### config.mk
export PLATFORM = sky130hd
export DESIGN_NAME = mdm_host_regs
export DESIGN_NICKNAME = d
export VERILOG_FILES = /design/src/rtl/mdm_host_pkg.sv /design/src/rtl/mdm_tx_ctrl.sv /design/src/rtl/mdm_rx_ctrl.sv /design/src/rtl/mdm_cfg_regs.sv /design/src/rtl/mdm_host_regs.sv
export SDC_FILE = /design/constraint.sdc
export NUM_CORES = 1
export LEC_CHECK = 0
export ABC_AREA = 1
export BUFFER_PORTS_ARGS = -buffer_cell sky130_fd_sc_hd__buf_2
export CAP_MARGIN = 20
export CORE_MARGIN = 2
export CORE_UTILIZATION = 38
export CTS_CLUSTER_DIAMETER = 50
export CTS_CLUSTER_SIZE = 8
export DETAILED_ROUTE_END_ITERATION = 7
export GPL_ROUTABILITY_DRIVEN = 0
export PLACE_DENSITY = 0.67
export REMOVE_ABC_BUFFERS = 1
export SYNTH_ARGS = -nofsm -noshare
export SYNTH_HDL_FRONTEND = slang
export SYNTH_SLANG_ARGS = --single-unit
export TNS_END_PERCENT = 1
### constraint.sdc
create_clock -name clk -period 2.5 [get_ports clk]
set_input_delay 0.125 -clock clk [delete_from_list [all_inputs] [get_ports clk]]
set_output_delay 0.125 -clock clk [all_outputs]
set_load 0.02 [all_outputs]
### src/rtl/mdm_host_pkg.sv
package mdm_host_pkg;
    localparam int DATA_W = 8;
    localparam int ADDR_W = 2;
    localparam int ERR_W  = 3;

    typedef enum logic [ADDR_W-1:0] {
        PORT_CTRL = 2'd0,
        PORT_DATA = 2'd1,
        PORT_RATE = 2'd2,
        PORT_MASK = 2'd3
    } port_e;

    typedef enum logic [1:0] {
        TX_IDLE  = 2'd0,
        TX_HELD  = 2'd1,
        TX_EMPTY = 2'd2
    } tx_state_e;

    typedef enum logic {
        RX_VACANT = 1'b0,
        RX_LOADED = 1'b1
    } rx_state_e;
endpackage

### src/rtl/mdm_tx_ctrl.sv
module mdm_tx_ctrl
    import mdm_host_pkg::*;
#(
    parameter int W = DATA_W
) (
    input  logic         clk,
    input  logic         rst_n,
    input  logic         load,
    input  logic [W-1:0] load_data,
    input  logic         tx_ready,
    input  logic         tx_done,
    output logic [W-1:0] tx_data,
    output logic         tx_valid,
    output logic         empty
);
    tx_state_e    state_q, state_n;
    logic [W-1:0] byte_q;

    always_ff @(posedge clk) begin
        if (!rst_n) begin
            state_q <= TX_IDLE;
            byte_q  <= '0;
        end else begin
            state_q <= state_n;
            if (load) byte_q <= load_data;
        end
    end

    always_comb begin
        state_n = state_q;
        unique case (state_q)
            TX_IDLE:  if (load) state_n = TX_HELD;
                      else if (tx_done) state_n = TX_EMPTY;
            TX_HELD:  if (load) state_n = TX_HELD;
                      else if (tx_ready) state_n = TX_IDLE;
            TX_EMPTY: if (load) state_n = TX_HELD;
            default:  state_n = TX_IDLE;
        endcase
    end

    always_comb begin
        tx_data  = byte_q;
        tx_valid = (state_q == TX_HELD);
        empty    = (state_q == TX_EMPTY);
    end
endmodule

### src/rtl/mdm_rx_ctrl.sv
module mdm_rx_ctrl
    import mdm_host_pkg::*;
#(
    parameter int W  = DATA_W,
    parameter int EW = ERR_W
) (
    input  logic          clk,
    input  logic          rst_n,
    input  logic          rx_valid,
    input  logic [W-1:0]  rx_data,
    input  logic [EW-1:0] rx_err,
    input  logic          take,
    output logic [W-1:0]  rx_byte,
    output logic          avail,
    output logic [EW-1:0] errs
);
    rx_state_e     state_q, state_n;
    logic [W-1:0]  byte_q;
    logic [EW-1:0] err_q, err_n;
    logic          accept;

    assign accept = rx_valid && (state_q == RX_VACANT);

    always_ff @(posedge clk) begin
        if (!rst_n) begin
            state_q <= RX_VACANT;
            byte_q  <= '0;
            err_q   <= '0;
        end else begin
            state_q <= state_n;
            err_q   <= err_n;
            if (accept) byte_q <= rx_data;
        end
    end

    always_comb begin
        state_n = state_q;
        unique case (state_q)
            RX_VACANT: if (rx_valid) state_n = RX_LOADED;
            RX_LOADED: if (take) state_n = RX_VACANT;
            default:   state_n = RX_VACANT;
        endcase
        err_n = (take || accept) ? '0 : err_q;
        err_n = err_n | rx_err;
    end

    always_comb begin
        rx_byte = byte_q;
        avail   = (state_q == RX_LOADED);
        errs    = err_q;
    end
endmodule

### src/rtl/mdm_cfg_regs.sv
module mdm_cfg_regs
    import mdm_host_pkg::*;
#(
    parameter int W = DATA_W
) (
    input  logic         clk,
    input  logic         rst_n,
    input  logic         wr_fmt,
    input  logic         wr_rate,
    input  logic         rd_mask,
    input  logic [W-1:0] wdata,
    output logic [1:0]   cfg_len,
    output logic [1:0]   cfg_par,
    output logic         cfg_stop2,
    output logic [W-1:0] rate_val,
    output logic [W-1:0] int_mask
);
    logic [W-1:0] fmt_q, rate_q, mask_q;

    always_ff @(posedge clk) begin
        if (!rst_n) begin
            fmt_q  <= '0;
            rate_q <= '0;
            mask_q <= '0;
        end else begin
            if (wr_fmt)  fmt_q  <= wdata;
            if (wr_rate) rate_q <= wdata;
            if (rd_mask) mask_q <= rate_q;
        end
    end

    always_comb begin
        cfg_len   = fmt_q[3:2];
        cfg_par   = fmt_q[5:4];
        cfg_stop2 = fmt_q[6];
        rate_val  = rate_q;
        int_mask  = mask_q;
    end
endmodule

### src/rtl/mdm_host_regs.sv
module mdm_host_regs
    import mdm_host_pkg::*;
#(
    parameter int W  = DATA_W,
    parameter int AW = ADDR_W,
    parameter int EW = ERR_W
) (
    input  logic          clk,
    input  logic          rst_n,
    input  logic [AW-1:0] host_addr,
    input  logic          host_wr,
    input  logic          host_rd,
    input  logic [W-1:0]  host_wdata,
    output logic [W-1:0]  host_rdata,
    output logic [1:0]    cfg_len,
    output logic [1:0]    cfg_par,
    output logic          cfg_stop2,
    output logic [W-1:0]  rate_val,
    output logic [W-1:0]  int_mask,
    output logic [W-1:0]  tx_data,
    output logic          tx_valid,
    input  logic          tx_ready,
    input  logic          tx_done,
    input  logic          rx_valid,
    input  logic [W-1:0]  rx_data,
    input  logic [EW-1:0] rx_err
);
    localparam int PAD_W = W - 3 - EW;

    port_e         port;
    logic          tx_empty, rx_avail;
    logic [EW-1:0] rx_errs;
    logic [W-1:0]  rx_byte, status_w;

    assign port = port_e'(host_addr);

    mdm_cfg_regs #(.W(W)) u_cfg (
        .clk(clk), .rst_n(rst_n),
        .wr_fmt (host_wr && port == PORT_CTRL),
        .wr_rate(host_wr && port == PORT_RATE),
        .rd_mask(host_rd && port == PORT_MASK),
        .wdata(host_wdata),
        .cfg_len(cfg_len), .cfg_par(cfg_par), .cfg_stop2(cfg_stop2),
        .rate_val(rate_val), .int_mask(int_mask)
    );

    mdm_tx_ctrl #(.W(W)) u_tx (
        .clk(clk), .rst_n(rst_n),
        .load(host_wr && port == PORT_DATA), .load_data(host_wdata),
        .tx_ready(tx_ready), .tx_done(tx_done),
        .tx_data(tx_data), .tx_valid(tx_valid), .empty(tx_empty)
    );

    mdm_rx_ctrl #(.W(W), .EW(EW)) u_rx (
        .clk(clk), .rst_n(rst_n),
        .rx_valid(rx_valid), .rx_data(rx_data), .rx_err(rx_err),
        .take(host_rd && port == PORT_DATA),
        .rx_byte(rx_byte), .avail(rx_avail), .errs(rx_errs)
    );

    assign status_w = {{PAD_W{1'b0}}, rx_errs, tx_empty, rx_avail, tx_empty};

    always_comb begin
        host_rdata = '0;
        unique case (port)
            PORT_CTRL: host_rdata = status_w;
            PORT_DATA: host_rdata = rx_byte;
            PORT_RATE: host_rdata = '0;
            PORT_MASK: host_rdata = '0;
            default:   host_rdata = '0;
        endcase
    end
endmodule

* Yosys cells after proc, flatten, opt, wreduce, memory -nomap -nowiden *
Index checks and enable logic that the tools add are counted.

storage, ports and cells
  register bits after elaboration = 45
  output and inout port bits = 38
  input port bits = 28
  logic and storage cells = 40

operators by class
  mux-type cells = 11
  equal/unequal tests = 8
  bitwise logic cells = 2
  reductions and logical operators = 11

operators with widths
  cell                  number
  $pmux W8 S3           1
  $mux W2               5
  $eq A2 B2 Y1 const B  3
  $logic_and A1 B1 Y1   6
  $pmux W2 S3           1
  $eq A2 B1 Y1 const B  2
  $logic_not A2 Y1      2
  $mux W3               1
  $ne A3 B1 Y1 const B  1
  $ne A3 B2 Y1 const B  1
  $or A3 B3 Y3          1
  $reduce_and A3 Y1     1
  $mux W1               2
  $ne A2 B1 Y1 const B  1
  $pmux W1 S2           1
  $reduce_or A2 Y1      1
  $logic_or A1 B1 Y1    1
  $not A1 Y1            1

* Logic depth before layout (Yosys ltp) *
  depth in word-level cells = 5
  mapped depth = 6
  mapped depth without buffers = 6

* Modules after synthesis *
From an unflattened synthesis, not the netlist that was laid out.

second synthesis, totals
  cells, all modules = 264
  area, all modules = 1861.8 µm²

by module, submodules not included
  module         instances  sequential area each (µm²)  area an instance (µm²)  cells an instance
  mdm_cfg_regs   1          420.4                       885.8                   128
  mdm_rx_ctrl    1          240.2                       422.9                   53
  mdm_tx_ctrl    1          200.2                       386.6                   49
  mdm_host_regs  1          0.0                         166.4                   34

* Least setup slack after synthesis *
Ideal clock, no wire load.

  path kind = input -> output
  start = input host_addr[0]
  end = output host_rdata[1]
  path buffers = 0
  data required time = 2.375 ns
  slack = 1.472 ns
  arrival time = 0.903 ns
  stages on the path = 3
  cells stage by stage = nor2_1 > inv_1 > o21ai_0

on the way
  longest elaborated chain between the ends = 3
  elaborated cells on any way between the ends = 6
  those cells by class = 3 x eq/ne; 1 x mux; 2 x reduce/logical

ends and longest elaborated chain
  element                            line                 RTL
  start, declared                    mdm_host_regs.sv:10  input logic [AW-1:0] host_addr,
  $eq A2 B2 Y1                       mdm_host_regs.sv:65  unique case (port)
  $reduce_or A2 Y1 (no source line)  -
  $pmux W8 S3 (*)                    mdm_host_regs.sv:65
  end, declared                      mdm_host_regs.sv:14  output logic [W-1:0] host_rdata,

Mark *: on every way between the ends. The rest lies on a longest branch, timed or not.

* Worst setup path in the final report *
  start = register u_tx.state_q[1]
  end = output host_rdata[0]

on the way
  longest elaborated chain between the ends = 2

ends and longest elaborated chain
  element                 line                 RTL
  start, declared         mdm_tx_ctrl.sv:16    tx_state_e state_q, state_n;
  start signal, assigned  mdm_tx_ctrl.sv:24    state_q <= state_n;
  $eq A2 B2 Y1            mdm_tx_ctrl.sv:44    empty = (state_q == TX_EMPTY);
  $pmux W8 S3             mdm_host_regs.sv:65

No other way between the ends.

==> run summary <==
status: finished, final reports clean
Worst EP required: 2.38 ns
IO buf count: 65
Reg power frac: 50.1%
Worst Setup SP: u_tx.state_q[1]
Hold Vio Cnt, Final: 0
most frequent cell after synthesis: nor2_1
Area Overhead vs Synth: 28.90%
GR Util All Layers: 16.47%
Net count, final: 313
Hold Path End: u_rx.errs[0]
total DRC errors in the routed layout: 0
Initial Utilization: 40.12%
met1 Track Usage GR: 22.26%
clk slew on worst S/H paths: 0.09 ns
pwr dens: 709.6 mW/mm2
Post-DRT Antenna Nets: 0
global route hottest layer: met2
Num CTS Buffers: 5
Worst Hold Launch: rx_err[0]
power share of the clock group: 36.3%
CP max-delay cell: dfxtp_1
sequential cell area: 860.8 um2
DIE WIDTH: 69.45 um
Crit path top cell by count: nand2_1
Worst VDD drop: 0.0003421 V
worst path cell trace: inv_1 -> nor2_1 -> nand2_1 -> nand2_1 -> buf_2
largest net degree at the start of global routing: 32
Crit path max-delay family: flip-flops
ys async rst share: 0%
DR vias/cell: 4.595
area leader, netlist: dfxtp_1
CTS root buffer: clkbuf_8
Core Rows: 23
minimum clock period: 1.357 ns
unique cell type count in the Yosys netlist: 12
f_max: 0.7369 GHz
register bit total from synthesis: 43
syn_area_per_cell: 7.399 um2
TritonCTS clock tree: yes
critical path class: reg2out
H-tree levels: 2
vias in the first global route: 1,403
leak pwr: 1.034 nW
final setup fails: 0
drt pass-1 iters: 4
HPWL Detailed: 2756 um
met3 usage: 4.942%
initial DRC count: 52
Min-Delay Path Depth: 3
share of cells above drive strength 1: 26.57%
Worst setup EP type: output pin
Buffers & Inverters on Critical Path: 2
RSZ-0062 raised after global routing: no
CP Max Fanout: 4
Hold WS: 0.05882 ns
CTS Buffer Depth: 2
postcts setup bufs: 0
Yosys Warn Count: 0
Startpoint Class: register
Clock Latency Late Sink: 0.30 ns
Area contributors post-synth: dfxtp_1, nor2_1, o21ai_0, nand2_1, a21oi_1
Max Slew Vio Count: 0
DRT Wirelength: 3691 um
Net Switching: 0.0003932 W
antenna violations before repair: 0
Die Span Y: 69.45 um
via count: 1,544
Fillers: 417
# clock sinks: 43
CTS Hold Bufs: 0
post_cts resized: 0
num ports: 66
TNS Setup: 0 ns
worst reg-to-reg setup slack: 1.30 ns
Syn Inst Count: 220
Slew headroom: 63.74%
n_diodes: 0
fin crit share: 54.28%
Routed wire per std cell: 10.99 um
Worst-Margin Slew: 0.5423 ns
synthesized area: 0.001628 mm2
post-synthesis sequential area ratio: 52.88%
worst path arrival time: 1.23 ns
GR Util met2: 24.57%
Max stage delay on crit path: 0.38 ns
internal power: 0.001096 W
Max Cap Violations: 0
Yosys top cell area share: 52.88%
Post-synth top flop: dfxtp_1
top cell types by occurrence after synthesis: nor2_1, dfxtp_1, nand2_1, o21ai_0, inv_1
Hold Path Class: in2reg
switching share of power: 26.41%
core box area: 0.004058 mm2
Worst Reg-to-Reg Cells: 5
Worst R2R Start: u_rx.avail
power share of the combinational group: 13.6%
skew final: 0.005636 ns
die area: 0.004823 mm2
GRT overflow: 0
number of flops mapped to enable cells by yosys: 0
reg-to-reg endpoint: u_rx.rx_byte[0]
first-pass GRT wire length: 6396 um
area of the multi-input gates: 639.4 um2
==> sequential cells by signal (all words and copies together) (netlist names) <==
name and flops:
u_rx.errs 3, u_cfg.rate_val 8, u_cfg.fmt_q 5, u_rx.avail 1, u_cfg.int_mask 8, u_tx.state_q 2, u_tx.tx_data 8, u_rx.rx_byte 8
==> metal layers <==
metal | share of wire (%) | vias to the layer above
li1 | - | 828
met1 | 49 | 654
met2 | 42 | 58
met3 | 8.9 | 4
met4 | 0.79 | 0
met5 | 0 | -
==> final cells by class <==
class                   instances  area share, %
flip-flops and latches         43          41.03
well taps                      50          2.982
clock inverters                 3          2.087
multi-input cells             144          30.47
inverters                      26          4.651
clock buffers                   5          3.280
repair buffers                 65          15.50
==> how the worst max path moves through the flow <==
stage	to	slack, ns	cells past startpoint
CTS	host_rdata[0]	1.12	5
finish	host_rdata[0]	1.14	5
detailed placement	u_tx.state_q[0]	1.10	6
global route	host_rdata[0]	0.98	5
floorplan	host_rdata[1]	1.47	3
global placement	u_tx.state_q[0]	1.14	6
==> layout by cell type (no fill, tap or decap), drive strengths merged <==
master and instances:
nand2 31, o21ai 31, inv 25, a21oi 23, a22o 3, buf 65, clkbuf 5, bufinv 1
clkinv 3, nor2 46, dfxtp 43, nor3 1, nand3 9
==> through the flow <==
step | worst slack [ns] | total power [W] | instances | instance area [um2] | utilization [%]
CTS | 1.125 | 0.001506 | 336 | 2098 | 51.71
finish | 1.143 | 0.001489 | 336 | 2098 | 51.71
global placement | 1.138 | 0.0009635 | 328 | 1986 | 48.94
detailed placement | 1.095 | 0.0009664 | 328 | 1986 | 48.94
floorplan | 1.472 | 0.0008856 | 213 | 1598 | -
global route | 0.9800 | 0.001570 | 336 | 2098 | 51.71
==> cells by family (layout without fill, tap and decap cells) <==
group,Yosys count,after routing,share of synthesized area (%)
AO/OA/AOI/OAI,57,57,18.45
buffers and inverters,33,99,7.839
flip-flops,43,43,52.88
AND/OR/NAND/NOR,87,87,20.83
==> worst min-delay path, cell delays in order <==
cell and delay, ns:
buf_2 0.09, inv_1 0.04, a21oi_1 0.05
==> power by group through the flow <==
stage               logic [W]  registers (W)  clock network [W]
finish               0.000203       0.000746           0.000540
global route         0.000230       0.000752           0.000588
CTS                  0.000205       0.000746           0.000554
detailed placement   0.000204       0.000762                  0
global placement     0.000202       0.000761                  0
floorplan           0.0000995       0.000786                  0
Note: power is estimated with default switching activity, not from simulation.
